### config.mk
export PLATFORM = sky130hd
export DESIGN_NAME = wfas_decoder
export DESIGN_NICKNAME = d
export VERILOG_FILES = /design/src/rtl/wfas_pkg.sv /design/src/rtl/wfas_field_decode.sv /design/src/rtl/wfas_group_check.sv /design/src/rtl/wfas_decoder.sv
export SDC_FILE = /design/constraint.sdc
export NUM_CORES = 1
export LEC_CHECK = 0
export BUFFER_PORTS_ARGS = -buffer_cell sky130_fd_sc_hd__buf_2
export CAP_MARGIN = 25
export CORE_AREA = 3 3 95 74
export DETAILED_ROUTE_END_ITERATION = 8
export DIE_AREA = 0 0 98 77
export PLACE_DENSITY = 0.86
export SYNTH_ARGS = -nofsm -noshare
export SYNTH_HDL_FRONTEND = slang
export SYNTH_HIERARCHICAL = 1
export SYNTH_SLANG_ARGS = --single-unit
### constraint.sdc
create_clock -name clk -period 3.95 [get_ports clk]
set_input_delay 0.5925 -clock clk [delete_from_list [all_inputs] [get_ports clk]]
set_output_delay 0.5925 -clock clk [all_outputs]
set_load 0.03 [all_outputs]
### src/rtl/wfas_pkg.sv
`timescale 1ns/1ps
package wfas_pkg;

    localparam int REG_W    = 5;
    localparam int CNT_W    = 4;
    localparam int SPAN_W   = REG_W + 1;

    localparam logic [6:0] OPC_VFP   = 7'b1010111;
    localparam logic [5:0] F6_ADD    = 6'b110000;
    localparam logic [5:0] F6_SUB    = 6'b110010;
    localparam logic [5:0] F6_ADD_W  = 6'b110100;
    localparam logic [5:0] F6_SUB_W  = 6'b110110;
    localparam logic [2:0] F3_VV     = 3'b001;
    localparam logic [2:0] F3_VS     = 3'b101;
    localparam logic [2:0] SEW_LIMIT  = 3'd3;
    localparam logic [2:0] LMUL_LIMIT = 3'd3;

    typedef struct packed {
        logic             hit;
        logic             sub;
        logic             wide;
        logic             scalar;
        logic             masked;
        logic [REG_W-1:0] vd;
        logic [REG_W-1:0] vs2;
        logic [REG_W-1:0] vs1;
    } wfas_fields_t;

    typedef struct packed {
        logic             hit;
        logic             illegal;
        logic             sub;
        logic             wide;
        logic             scalar;
        logic             noop;
        logic [2:0]       rnd;
        logic [REG_W-1:0] vd_base;
        logic [CNT_W-1:0] vd_cnt;
        logic [REG_W-1:0] vs2_base;
        logic [CNT_W-1:0] vs2_cnt;
        logic [REG_W-1:0] vs1_base;
        logic [CNT_W-1:0] vs1_cnt;
    } wfas_result_t;

    // register count of a group: 1<<lm, doubled for the wide element size
    function automatic logic [CNT_W-1:0] grp_size(input logic [1:0] lm, input logic dbl);
        logic [2:0] sh;
        sh = {1'b0, lm} + {2'b00, dbl};
        return CNT_W'(1) << sh;
    endfunction

    function automatic logic is_aligned(input logic [REG_W-1:0] idx, input logic [CNT_W-1:0] size);
        logic [SPAN_W-1:0] mask;
        mask = SPAN_W'(size) - SPAN_W'(1);
        return ({1'b0, idx} & mask) == '0;
    endfunction

    // half-open ranges [a, a+na) and [b, b+nb) share at least one register
    function automatic logic ranges_meet(input logic [REG_W-1:0] a, input logic [CNT_W-1:0] na,
                                         input logic [REG_W-1:0] b, input logic [CNT_W-1:0] nb);
        logic [SPAN_W-1:0] a_end;
        logic [SPAN_W-1:0] b_end;
        a_end = {1'b0, a} + SPAN_W'(na);
        b_end = {1'b0, b} + SPAN_W'(nb);
        return (na != '0) && (nb != '0) && ({1'b0, a} < b_end) && ({1'b0, b} < a_end);
    endfunction

endpackage

### src/rtl/wfas_field_decode.sv
`timescale 1ns/1ps
module wfas_field_decode
    import wfas_pkg::*;
(
    input  logic [31:0]  instr,
    output wfas_fields_t fields
);

    logic [6:0] opc;
    logic [5:0] f6;
    logic [2:0] f3;
    logic       f6_ok;
    logic       f3_ok;

    assign opc = instr[6:0];
    assign f6  = instr[31:26];
    assign f3  = instr[14:12];

    always_comb begin
        unique case (f6)
            F6_ADD, F6_SUB, F6_ADD_W, F6_SUB_W: f6_ok = 1'b1;
            default:                            f6_ok = 1'b0;
        endcase
        f3_ok = (f3 == F3_VV) || (f3 == F3_VS);
    end

    always_comb begin
        fields.hit    = (opc == OPC_VFP) && f6_ok && f3_ok;
        fields.sub    = f6[1];
        fields.wide   = f6[2];
        fields.scalar = f3[2];
        fields.masked = ~instr[25];
        fields.vd     = instr[11:7];
        fields.vs2    = instr[24:20];
        fields.vs1    = instr[19:15];
    end

endmodule

### src/rtl/wfas_group_check.sv
`timescale 1ns/1ps
module wfas_group_check
    import wfas_pkg::*;
#(
    parameter int VL_W = 16
) (
    input  wfas_fields_t     fields,
    input  logic [2:0]       sew_code,
    input  logic [2:0]       lmul_code,
    input  logic [VL_W-1:0]  vl,
    input  logic             vec_en,
    input  logic [2:0]       frm,
    output wfas_result_t     res
);

    logic [1:0]       lm;
    logic [CNT_W-1:0] n_narrow;
    logic [CNT_W-1:0] n_wide;
    logic [CNT_W-1:0] vd_n;
    logic [CNT_W-1:0] vs2_n;
    logic [CNT_W-1:0] vs1_n;
    logic             env_bad;
    logic             align_bad;
    logic             ovl_bad;
    logic             v0_bad;
    logic             legal;

    assign lm = lmul_code[1:0];

    always_comb begin
        env_bad  = !vec_en || (sew_code == 3'd0) || (sew_code >= SEW_LIMIT)
                   || (lmul_code >= LMUL_LIMIT);
        n_narrow = grp_size(lm, 1'b0);
        n_wide   = grp_size(lm, 1'b1);
        vd_n     = n_wide;
        vs2_n    = fields.wide   ? n_wide : n_narrow;
        vs1_n    = fields.scalar ? '0     : n_narrow;

        align_bad = !is_aligned(fields.vd, vd_n)
                 || !is_aligned(fields.vs2, vs2_n)
                 || (!fields.scalar && !is_aligned(fields.vs1, n_narrow));

        // a wide vs2 shares the destination element width, so it may overlap vd
        ovl_bad = (!fields.wide && ranges_meet(fields.vd, vd_n, fields.vs2, vs2_n))
               || ranges_meet(fields.vd, vd_n, fields.vs1, vs1_n);

        v0_bad = fields.masked && ranges_meet(fields.vd, vd_n, '0, CNT_W'(1));

        legal = fields.hit && !(env_bad || align_bad || ovl_bad || v0_bad);
    end

    always_comb begin
        res         = '0;
        res.hit     = fields.hit;
        res.illegal = fields.hit && !legal;
        if (legal) begin
            res.sub      = fields.sub;
            res.wide     = fields.wide;
            res.scalar   = fields.scalar;
            res.noop     = !fields.scalar && (vl == '0);
            res.rnd      = frm;
            res.vd_base  = fields.vd;
            res.vd_cnt   = vd_n;
            res.vs2_base = fields.vs2;
            res.vs2_cnt  = vs2_n;
            res.vs1_base = fields.scalar ? '0 : fields.vs1;
            res.vs1_cnt  = vs1_n;
        end
    end

endmodule

### src/rtl/wfas_decoder.sv
`timescale 1ns/1ps
module wfas_decoder
    import wfas_pkg::*;
#(
    parameter int VL_W = 16
) (
    input  logic             clk,
    input  logic             rst,
    input  logic             in_valid,
    input  logic [31:0]      instr,
    input  logic [2:0]       sew_code,
    input  logic [2:0]       lmul_code,
    input  logic [VL_W-1:0]  vl,
    input  logic             vec_en,
    input  logic [2:0]       frm,
    output logic             out_valid,
    output logic             dec_hit,
    output logic             dec_illegal,
    output logic             op_sub,
    output logic             src2_wide,
    output logic             src1_scalar,
    output logic             is_noop,
    output logic [2:0]       rnd_mode,
    output logic [4:0]       vd_base,
    output logic [3:0]       vd_cnt,
    output logic [4:0]       vs2_base,
    output logic [3:0]       vs2_cnt,
    output logic [4:0]       vs1_base,
    output logic [3:0]       vs1_cnt
);

    wfas_fields_t fields;
    wfas_result_t res_nxt;
    wfas_result_t res_q;
    logic         valid_q;

    wfas_field_decode u_fields (
        .instr  (instr),
        .fields (fields)
    );

    wfas_group_check #(.VL_W(VL_W)) u_groups (
        .fields    (fields),
        .sew_code  (sew_code),
        .lmul_code (lmul_code),
        .vl        (vl),
        .vec_en    (vec_en),
        .frm       (frm),
        .res       (res_nxt)
    );

    always_ff @(posedge clk) begin
        if (rst) begin
            valid_q <= 1'b0;
            res_q   <= '0;
        end else begin
            valid_q <= in_valid;
            if (in_valid) begin
                res_q <= res_nxt;
            end
        end
    end

    assign out_valid   = valid_q;
    assign dec_hit     = res_q.hit;
    assign dec_illegal = res_q.illegal;
    assign op_sub      = res_q.sub;
    assign src2_wide   = res_q.wide;
    assign src1_scalar = res_q.scalar;
    assign is_noop     = res_q.noop;
    assign rnd_mode    = res_q.rnd;
    assign vd_base     = res_q.vd_base;
    assign vd_cnt      = res_q.vd_cnt;
    assign vs2_base    = res_q.vs2_base;
    assign vs2_cnt     = res_q.vs2_cnt;
    assign vs1_base    = res_q.vs1_base;
    assign vs1_cnt     = res_q.vs1_cnt;

endmodule

; ---- After elaboration in Yosys (flattened, before gate mapping)
; Cells that the tools add are included.
[word_totals]
ff_bits = 37
in_bits = 61
out_inout_bits = 37
word_cells = 90
[classes]
add_sub_neg = 7
n_lt_le_gt_ge = 8
n_eq_ne = 7
shift = 2
n_mux = 5
bitwise_logic = 4
n_reduce_logical = 43
[ops]
columns = op, count
row1 = $mux 34, 1
row2 = $eq 6x6->1 const B, 4
row3 = $lt 5x6->1, 4
row4 = $add 5x4->6, 3
row5 = $and 5x6->6, 3
row6 = $logic_not 6->1, 3
row7 = $logic_and 1x1->1, 16
row8 = $logic_not 16->1, 1
row9 = $sub 4x1->5 const B, 3
row10 = $reduce_bool 4->1, 3
row11 = $logic_or 1x1->1, 10
row12 = $logic_not 1->1, 8
row13 = $mux 4, 2
row14 = $eq 7x7->1 const B, 1
row15 = $ge 3x2->1 const B, 2
row16 = $lt 1x6->1 const A, 1
row17 = $lt 5x1->1 const B, 1
row18 = $mux 5, 1
row19 = $reduce_or 4->1, 1
row20 = $shl 1x2->4 const A, 1
row21 = $shl 1x3->4 const A, 1
row22 = $add 2x1->3 const B, 1
row23 = $eq 3x1->1 const B, 1
row24 = $eq 3x3->1 const B, 1
row25 = other kinds (3), 3

; ---- Logic depth before layout (Yosys ltp)
[logic_depth]
word_depth = 16
depth_mapped = 20
ltp_nobuf = 18

; ---- Cells and area by module
; The synthesis kept the hierarchy.
[modules_own_cells]
columns = mod, instances, cells_each, area_each_um2, seq_area_each_um2
row1 = wfas_group_check, 1, 195, 1551.5, 0.0
row2 = wfas_decoder, 1, 118, 1332.5, 740.7
row3 = wfas_field_decode, 1, 24, 183.9, 0.0

; ---- Worst setup path before layout
; OpenSTA, ideal clock, no wires.
[synth_timing]
path_kind = input -> register
from = in lmul_code[1]
to = reg res_q (netlist bit vs2_base[0])
setup_ns = 0.065
arrival_ns = 3.517
required_ns = 3.885
slack_ns = 0.368
cell_stages = 20
n_path_buf = 2
path_cell_list = buf_6 nor2_1 inv_1 nor2_1 ha_1 inv_1 fa_1 inv_1 a21o_1 a21oi_1 xor2_1 ha_1 nor2_1 a221o_1 o311ai_4 nand4_2 buf_6 nor3b_2 mux2i_1 nor2_1
[synth_lines]
columns = element, line
row1 = start: declaration, wfas_decoder.sv:12  ; input logic [2:0] lmul_code,
row2 = end signal: assignment, wfas_decoder.sv:59  ; res_q <= res_nxt;
row3 = end: declaration, wfas_decoder.sv:34  ; wfas_result_t res_q;

==> impl_metrics.ini <==
[outcome]
run_status = finished clean

[place]
io_buffer_count = 97
dpl_worst_slack_ns = 0.0286
detailedPlacementHpwl_um = 6140
gp_congestion = 0.947

[routing]
remaining_antenna_violation_count = 0
detail_route.drc_violations = 0
dr_total_vias = 2762
drt-vias-per-instance = 5.51
postRouteWirelength_um = 7840
drt-pass1-iter-count = 4
routed_wire_length_per_instance_um = 15.6
drt_first_iter_violations = 165

[sta]
finalClockSkew_ns = 0
worst_slew_pin_slew_ns = 0.627
fmax_mhz = 273
timing.final.crit_period_ns = 3.67
timing_hold_violations_final = 0
tns_ns = 0
grt_setup_unrepaired = false
finalCritPeriodShare_pct = 92.9
maxSlewViolCount = 0
slew_headroom_pct = 58.2
finalWorstSetupSlack_ns = 0.281
finalSetupViolCount = 0

[grt]
grt_pass1_wl_um = 13000
antenna_found_initial = 0
grt_start_max_net_pins = 38
total_routing_resource_utilization_after_global_routing_pct = 20.7
grt_pass1_vias = 2773
grt_overflow = 0

[logic_synthesis]
synth_top_flop_cell = dfxtp_1
synth_edf_count = 0
cell_area_after_technology_mapping_um2 = 3070
yosys_warnings = 6
syn-mean-instance-area_um2 = 9.10
synthCells = 337
post_synth_num_cell_types = 51
synth-async-reset-ratio_pct = 0
synth_area_leaders = dfxtp_1 24%, ha_1 13%, mux2i_1 12%, nor2_1 6.0%, buf_4 5.1%
synth_top_cell_area_share_pct = 24.1
yosysTopAreaCell = dfxtp_1
synth_seq_cells = 37
yosysSeqAreaShare_pct = 24.1

[power_and_ir_drop]
vdd_drop_max_v = 0.000251
power-per-cell-area_nw_per_um2 = 258
static-leakage-power_uw = 0.00179

[cts]
clock-root-buffer = clkbuf_8
clk_pin_slew_worst_paths_ns = 0.07
cts_hold_buf = 0
cts_tree = done
insertion_delay_ns = 0.29
cts.sinks = 37
h-tree-depth = 2
cts_made_buffers = 5
ctsLongestPathBuffers = 2

[critical_path]
cpPeakStageDelay_ns = 0.36
timing.critical_path.to_type = flip-flop
critPathTopFamily = compound AO/OA/AOI/OAI gates
critPathCapture = vd_cnt[3]
timing.setup.critical_path_class = in2reg
critical_path.slowest_cell = fa_2
cp_data_arrival_time_ns = 3.82
timing.reg2reg.worst_path_depth = 2
worstSetupPathDepth = 20
worst_r2r_startpoint = vs1_cnt[1]
setup.reg_to_reg.worst_slack_ns = 3.29
crit_buf_inv = 5
crit_path_cell_trace = clkbuf_4, nor2_1, inv_1, buf_4, nor2_1, ha_1, fa_2, a21o_1, a21oi_2, xor2_1, ha_1, a21oi_1, o21ai_0, a221oi_1, o31a_1, buf_6, buf_2, nor3_1, mux2i_1, nor2_1
critical_path.reg2reg.endpoint = vs1_cnt[1]
timing.critical_path.fanout_max = 8
cp.required_ns = 4.10
cpMostUsedCell = nor2_1
startpoint_type = input pin
cp-startpoint = lmul_code[0]

[flow_run]
maxCapViolations = 0

[worst_hold_path]
worst_hold_path_type = reg2reg

[floorplanning]
rows = 25
start_util_pct = 49.3
io-pin-count = 98
dieArea_um2 = 7550
dieHeight_um = 77
core_um2 = 6220
die_width_um = 98

[final_layout]
combined_area_of_the_multi_input_logic_cells_um2 = 1960
final_cell_mix = 97 x buf_2, 49 x nor2_1, 37 x dfxtp_1
final_layout_size_suffix_gt1_share_pct = 32.9
antenna_cells_inserted = 0
nets_finish = 515
fillers = 513
area_growth_pct = 16.7
layout_commonest_cell = buf_2
seqCellArea_um2 = 741
## state kept, by name, indices dropped and copies added (netlist names), 3 cells and up
register / flops
vs2_cnt: 4
vd_cnt: 4
vs1_cnt: 4
vs1_base: 5
vs2_base: 5
vd_base: 5
rnd_mode: 3
## metal layers
layer  wire length, µm  vias to the layer above  global-route usage [%]
li1                  -                     1325                       -
met1              3290                     1307                    26.8
met2              3750                      118                    34.0
met3               655                       12                    4.18
met4               137                        0                    7.19
met5                 0                        -                       0
## Yosys cell counts, types with 4 or more instances
| cell | n |
|---|---|
| nor2_1 | 49 |
| dfxtp_1 | 37 |
| mux2i_1 | 36 |
| ha_1 | 32 |
| buf_4 | 21 |
| inv_1 | 17 |
| nor3b_2 | 12 |
| nand2_1 | 11 |
| nor3_1 | 11 |
| a21oi_1 | 9 |
| a21o_1 | 7 |
| nor3b_1 | 7 |
| xor2_1 | 7 |
| a211oi_1 | 6 |
| buf_2 | 6 |
| o21ai_0 | 6 |
| buf_6 | 5 |
| nor4_1 | 5 |
| xnor2_1 | 5 |
| nand2b_1 | 4 |
## where the power goes
group          internal, µW  leakage [µW]  switching, µW  total [µW]
Clock                   122     0.0000450            136         258
Combinational           131       0.00145            161         291
Sequential              374      0.000299          0.650         375
Total                   627       0.00179            297         925
## worst min-delay path by stage
stage,cells after the start,start,slack [ns],end
after detailed placement,2,src2_wide,0.48,src2_wide
after floorplan,2,rnd_mode[0],0.63,rnd_mode[0]
after global placement,2,vs1_cnt[3],0.47,vs1_cnt[3]
after global routing,2,vs2_base[0],0.51,vs2_base[0]
final,2,op_sub,0.49,op_sub
after CTS,2,src1_scalar,0.50,src1_scalar
## what timing repair did
item	in CTS	in global routing
resized for setup	0	7
hold endpoints to repair	0	0
buffers inserted	0	5
setup endpoints to repair	0	6
## layout make-up
cell class / instances / share of cell area, %
flip-flops and latches: 37 / 20.7
clock inverters: 2 / 0.280
clock buffers: 6 / 2.03
inverters: 17 / 1.78
multi-input cells: 248 / 54.9
repair buffers: 110 / 17.5
well taps: 81 / 2.83
## logic make-up (layout without fill, tap and decap cells)
logic type                 after synthesis  after routing  synth area share, %
AOI/OAI and AO/OA                       44             44                 10.8
xor gates and xnor gates                12             12                 3.43
adders and majority gates               35             35                 15.0
buffers and inverters                   54            135                 12.3
DFF                                     37             37                 24.1
muxes                                   36             36                 11.7
other                                    2              4                0.245
and+or+nand+nor                        117            117                 22.3
## metrics by stage
step | hold slack [ns] | area, µm² | utilization (%) | total power [µW] | cells
floorplan | 0.634 | 3080 | - | 592 | 339
global placement | 0.468 | 3410 | 54.9 | 640 | 487
detailed placement | 0.480 | 3410 | 54.9 | 650 | 487
CTS | 0.499 | 3500 | 56.2 | 906 | 495
global route | 0.515 | 3580 | 57.5 | 975 | 501
finish | 0.493 | 3580 | 57.5 | 925 | 501
## worst min-delay path, delay by kind of cell, from the launching register on
family,cells,cell delay (ns)
and+or+nand+nor,1,0.08
muxes,1,0.06
DFF,1,0.32
(Power assumes the default switching activity.)
